File: config.mk
export PLATFORM = sky130hd
export DESIGN_NAME = vcfg_unit
export DESIGN_NICKNAME = d
export VERILOG_FILES = /design/src/rtl/vcfg_pkg.sv /design/src/rtl/vcfg_decode.sv /design/src/rtl/vcfg_limit.sv /design/src/rtl/vcfg_grant.sv /design/src/rtl/vcfg_state.sv /design/src/rtl/vcfg_unit.sv
export SDC_FILE = /design/constraint.sdc
export NUM_CORES = 1
export LEC_CHECK = 0
export ABC_AREA = 1
export CAP_MARGIN = 40
export CORE_MARGIN = 5
export CORE_UTILIZATION = 62
export CTS_CLUSTER_DIAMETER = 80
export DETAILED_ROUTE_END_ITERATION = 6
export DONT_BUFFER_PORTS = 1
export PLACE_DENSITY = 0.88
export SETUP_SLACK_MARGIN = 0.4
export SYNTH_ARGS = -nofsm -noshare
export SYNTH_HDL_FRONTEND = slang
export SYNTH_SLANG_ARGS = --single-unit
File: constraint.sdc
create_clock -name clk -period 2 [get_ports clk]
set_clock_uncertainty 0.1 [all_clocks]
set_input_delay 0.1 -clock clk [delete_from_list [all_inputs] [get_ports clk]]
set_output_delay 0.1 -clock clk [all_outputs]
set_load 0.005 [all_outputs]
File: src/rtl/vcfg_pkg.sv
package vcfg_pkg;

  typedef logic [1:0] sew_code_t;
  typedef logic [1:0] lmul_code_t;

  typedef struct packed {
    logic       vill;
    lmul_code_t lmul;
    sew_code_t  sew;
  } vtype_t;

  localparam int unsigned NUM_CODES = 4;
  localparam int unsigned MIN_SEW   = 8;

  function automatic vtype_t vtype_reset();
    vtype_t t;
    t.vill = 1'b0;
    t.lmul = 2'b00;
    t.sew  = 2'b00;
    return t;
  endfunction

endpackage

File: src/rtl/vcfg_decode.sv
module vcfg_decode
  import vcfg_pkg::*;
#(
  parameter int unsigned ELEN          = 32,
  parameter int unsigned MAX_LMUL_CODE = 3
) (
  input  sew_code_t  sew,
  input  lmul_code_t lmul,
  output logic       legal
);

  logic [NUM_CODES-1:0] sew_ok;
  logic [NUM_CODES-1:0] lmul_ok;

  for (genvar c = 0; c < NUM_CODES; c++) begin : g_codes
    localparam int unsigned WIDTH = MIN_SEW << c;
    assign sew_ok[c]  = (WIDTH <= ELEN);
    assign lmul_ok[c] = (c <= MAX_LMUL_CODE);
  end

  always_comb begin
    legal = sew_ok[sew] & lmul_ok[lmul];
  end

endmodule

File: src/rtl/vcfg_limit.sv
module vcfg_limit
  import vcfg_pkg::*;
#(
  parameter int unsigned VLEN = 128,
  parameter int unsigned VL_W = 8
) (
  input  sew_code_t       sew,
  input  lmul_code_t      lmul,
  output logic [VL_W-1:0] vlmax
);

  localparam int unsigned BITS_W = $clog2(VLEN) + 4;

  logic [BITS_W-1:0] group_bits;
  logic [BITS_W-1:0] elems;

  always_comb begin
    group_bits = BITS_W'(VLEN) << lmul;
    elems      = group_bits >> (3 + sew);
    vlmax      = elems[VL_W-1:0];
  end

endmodule

File: src/rtl/vcfg_grant.sv
module vcfg_grant #(
  parameter int unsigned XLEN = 32,
  parameter int unsigned VL_W = 8
) (
  input  logic [XLEN-1:0] avl,
  input  logic [VL_W-1:0] vlmax,
  input  logic            legal,
  output logic [VL_W-1:0] grant
);

  logic [XLEN-1:0] cap;
  logic            below;

  always_comb begin
    cap   = XLEN'(vlmax);
    below = (avl < cap);
    if (!legal)
      grant = '0;
    else if (below)
      grant = avl[VL_W-1:0];
    else
      grant = vlmax;
  end

endmodule

File: src/rtl/vcfg_state.sv
module vcfg_state
  import vcfg_pkg::*;
#(
  parameter int unsigned XLEN = 32,
  parameter int unsigned VL_W = 8
) (
  input  logic            clk,
  input  logic            rst,
  input  logic            upd,
  input  logic            legal,
  input  sew_code_t       sew,
  input  lmul_code_t      lmul,
  input  logic [VL_W-1:0] grant,
  output vtype_t          vtype_q,
  output logic [VL_W-1:0] vl_q,
  output logic            wb_valid_q,
  output logic [XLEN-1:0] wb_len_q
);

  always_ff @(posedge clk) begin
    if (rst) begin
      vtype_q    <= vtype_reset();
      vl_q       <= '0;
      wb_valid_q <= 1'b0;
      wb_len_q   <= '0;
    end else begin
      wb_valid_q <= upd;
      if (upd) begin
        vl_q     <= grant;
        wb_len_q <= XLEN'(grant);
        if (legal) begin
          vtype_q.vill <= 1'b0;
          vtype_q.sew  <= sew;
          vtype_q.lmul <= lmul;
        end else begin
          vtype_q <= vtype_reset();
          vtype_q.vill <= 1'b1;
        end
      end
    end
  end

  assert_hold_R8: assert property (@(posedge clk) disable iff (rst)
    !upd |=> ($stable(vtype_q) && $stable(vl_q) && !wb_valid_q));

  assert_wb_pulse_R3: assert property (@(posedge clk) disable iff (rst)
    upd |=> (wb_valid_q && wb_len_q == XLEN'(vl_q)));

  assert_vill_zero_R7: assert property (@(posedge clk) disable iff (rst)
    vtype_q.vill |-> (vl_q == '0 && vtype_q.sew == 2'b00 && vtype_q.lmul == 2'b00));

  assert_clear_vill_R9: assert property (@(posedge clk) disable iff (rst)
    (upd && legal) |=> !vtype_q.vill);

endmodule

File: src/rtl/vcfg_unit.sv
module vcfg_unit
  import vcfg_pkg::*;
#(
  parameter int unsigned XLEN          = 32,
  parameter int unsigned VLEN          = 128,
  parameter int unsigned ELEN          = 32,
  parameter int unsigned MAX_LMUL_CODE = 3,
  localparam int unsigned VL_W         = $clog2(VLEN + 1)
) (
  input  logic            clk,
  input  logic            rst,
  input  logic            cfg_valid,
  input  logic [XLEN-1:0] cfg_avl,
  input  logic [1:0]      cfg_sew,
  input  logic [1:0]      cfg_lmul,
  output logic            wb_valid,
  output logic [XLEN-1:0] wb_len,
  output logic [1:0]      cur_sew,
  output logic [1:0]      cur_lmul,
  output logic [VL_W-1:0] cur_vl,
  output logic            cur_vill
);

  logic            legal;
  logic [VL_W-1:0] vlmax;
  logic [VL_W-1:0] grant;
  vtype_t          vtype_q;

  vcfg_decode #(.ELEN(ELEN), .MAX_LMUL_CODE(MAX_LMUL_CODE)) u_decode (
    .sew   (cfg_sew),
    .lmul  (cfg_lmul),
    .legal (legal)
  );

  vcfg_limit #(.VLEN(VLEN), .VL_W(VL_W)) u_limit (
    .sew   (cfg_sew),
    .lmul  (cfg_lmul),
    .vlmax (vlmax)
  );

  vcfg_grant #(.XLEN(XLEN), .VL_W(VL_W)) u_grant (
    .avl   (cfg_avl),
    .vlmax (vlmax),
    .legal (legal),
    .grant (grant)
  );

  vcfg_state #(.XLEN(XLEN), .VL_W(VL_W)) u_state (
    .clk        (clk),
    .rst        (rst),
    .upd        (cfg_valid),
    .legal      (legal),
    .sew        (cfg_sew),
    .lmul       (cfg_lmul),
    .grant      (grant),
    .vtype_q    (vtype_q),
    .vl_q       (cur_vl),
    .wb_valid_q (wb_valid),
    .wb_len_q   (wb_len)
  );

  assign cur_sew  = vtype_q.sew;
  assign cur_lmul = vtype_q.lmul;
  assign cur_vill = vtype_q.vill;

  assert_vl_bound_R2: assert property (@(posedge clk) disable iff (rst)
    (cfg_valid && legal) |=> (cur_vl <= $past(vlmax) &&
                              XLEN'(cur_vl) <= $past(cfg_avl)));

  assert_vl_cap_R4: assert property (@(posedge clk) disable iff (rst)
    (cfg_valid && legal && cfg_avl >= XLEN'(vlmax)) |=> (cur_vl == $past(vlmax)));

  assert_codes_R6: assert property (@(posedge clk) disable iff (rst)
    (cfg_valid && legal) |=> (cur_sew == $past(cfg_sew) && cur_lmul == $past(cfg_lmul)));

  assert_illegal_R7: assert property (@(posedge clk) disable iff (rst)
    (cfg_valid && !legal) |=> (cur_vill && cur_vl == '0 && wb_len == '0));

endmodule

==> metrics <==
main flop type after synthesis dfxtp_1; vias in the first global route ~1.1k; die width 54.1 um; Hold Path Class primary input to flop; sequential area share after synthesis between 20 and 25%; clock sink count 14; htree depth 1; Avg Inst Size Synth around 6.6 um^2; GRT Total Usage between 20% and 30%; Crit Path Category primary input to flop; Final setup viols 0; share of the clock period used by the worst path 78.1%; Remaining DRCs 0; I/O pin cnt 85; vias per inst around 5.4; Slew Limit Fails 0; Worst Max-Slew Pin Slew about 820 ps; # port buffers 0; GR met2 Demand/Resource around a third; Ant. Diodes 0; RePlAce Congestion 0.912; r2r worst-path depth 2; busiest grt layer met2; total gr overflow 0; commonest non-fill, non-tap cells in the layout nand2_1 (32), conb_1 (24), nor2_1 (20), nand3_1 (17), dfxtp_1 (14); Initial Util between 60% and 70%; Power per Cell Area roughly 500 mW/mm^2; Worst IR Drop VDD 0.000340 V; YS warnings 0; total negative slack 0 ps; RSZ-0062 raised after global routing false; Clock Latency Late Sink between 200 and 300 ps; fin cells approximately 220; Lkg Pwr around 0.66 nW; pin count of the biggest net entering global routing 15; CP Launch Type primary input; Placed Cells incl. Taps approximately 200; drt wl/cell between 15 and 20 um; core region area approximately 0.0019 mm^2; Max-Cap Viols 0; # nets final 234; Worst EP arrival roughly 1700 ps; Synth async-reset ratio 0%; clk root buf clkbuf_4; Detail Route Antenna Nets 0; global-route wire length before repair ~4.3 mm; met1 usage 21.0%; DRT iter0 DRCs between 80 and 90; most common cell after layout, fill and taps aside nand2_1; Post-synth EDFFs 0; Num CTS Buffers 3; TritonCTS clock tree done; Synth Instances about 180; dpl hpwl 2.15 mm; Layout area overhead 11.2%; layout cells sized above 1 between 20% and 30%; area of the mapped netlist between 0.001 and 0.0015 mm^2; CTS Buffer Depth 2; Max Clk Rate ~640 MHz; Die ar. between 0.002 and 0.003 mm^2; synthesis-stage register bit count 14; antenna violations before repair 0; Rel. slew slack 44.8%; overall routed net length about 3.3 mm; Final Power roughly 0.00067 W; post-layout min period about 1600 ps; Site Rows 16; worst hold path stage count 4; Critical Path End Type flop; endpoints failing hold 0; Clock Pin Slew Worst Setup and Hold Paths ~80 ps; library cells used by synthesis 22; worst endpoint required time between 2000 and 2500 ps; First-pass DRT Iterations 6; M3 GR Usage 4.99%; Die Height approximately 54 um; outcome complete, no violations; largest fanout on the critical path 7; via count 1170
==> logic make-up after synthesis <==
group / count (synthesis) / synth area share (%)
AND/OR/NAND/NOR: 89 / 34.0
buffers and inverters: 53 / 27.3
AO/OA/AOI/OAI: 21 / 8.92
flip-flops: 14 / 23.2
adder cells (fa/ha/maj): 6 / 6.22
other: 1 / 0.311
==> area by class of cell <==
cell class	count	area, um^2
Fill cell	156	561
Inverter	18	82.6
Tap cell	27	33.8
Timing Repair Buffer	12	116
Clock buffer	4	36.3
Sequential cell	14	280
Multi-Input combinational cell	140	792
==> layer usage <==
metal | vias up | share of wire (%)
li1 | 536 | -
met1 | 516 | 34
met2 | 100 | 51
met3 | 18 | 11
met4 | 0 | 3.4
met5 | - | 0
==> worst max-delay path: stages <==
cell and delay (ps):
nor2_2 180, nand2_1 120, nand2_1 80, nand2_1 90
ha_1 310, nand2_1 80, inv_1 40, nand2_1 70
nand2_2 70, nand2_4 110, nand2_4 90, nand2_2 80
nand3_2 70, a21oi_2 160
==> final timing paths <==
path | from | end | slack [ps]
min | cfg_avl[5] | u_state.vl_q[5] | 20
min reg2reg | u_state.vtype_q[2] | u_state.vtype_q[2] | 390
max | cfg_lmul[1] | u_state.vl_q[4] | 440
max reg2reg | u_state.vtype_q[4] | u_state.vtype_q[4] | 1080
==> synthesized netlist by cell type (2+ instances only) <==
| master | count | area (um^2) |
|---|---|---|
| a21oi_1 | 13 | 65.1 |
| nand2_1 | 39 | 146 |
| buf_4 | 32 | 240 |
| o21ai_1 | 4 | 20.0 |
| ha_1 | 6 | 75.1 |
| clkbuf_1 | 2 | 7.51 |
| inv_2 | 3 | 11.3 |
| nand2_2 | 3 | 18.8 |
| inv_1 | 14 | 52.6 |
| nand3_1 | 20 | 100 |
| dfxtp_1 | 14 | 280 |
| nand2_4 | 2 | 22.5 |
| o21ai_0 | 3 | 15.0 |
| nor2_1 | 21 | 78.8 |
==> where the power goes <==
part | internal (W) | switching (W) | total (W)
clock | 0.000111 | 0.0000966 | 0.000207
sequential | 0.000289 | 0.00000903 | 0.000298
combinational | 0.0000619 | 0.0000989 | 0.000161
==> registers in the layout, indices dropped and copies added (netlist names) <==
register            count
u_state.vl_q            8
u_state.wb_valid_q      1
u_state.vtype_q         5
==> per-stage QoR <==
step	hold slack, ps	worst slack [ps]	utilization (%)	area, um^2
floorplan	83.9	401	-	1330
global placement	70.7	269	58.0	1100
detailed placement	72.5	208	58.0	1100
CTS	7.53	493	64.6	1230
global route	36.0	345	70.5	1340
finish	18.1	439	70.5	1340
==> what timing repair did <==
item / 4_1_cts / 5_1_grt
endpoints found under the setup margin: 0 / 8
hold endpoints to repair: 14 / 0
resized for setup: 0 / 20
hold buffers: 9 / 0
buffers inserted: 0 / 3
(Power assumes the default switching activity.)
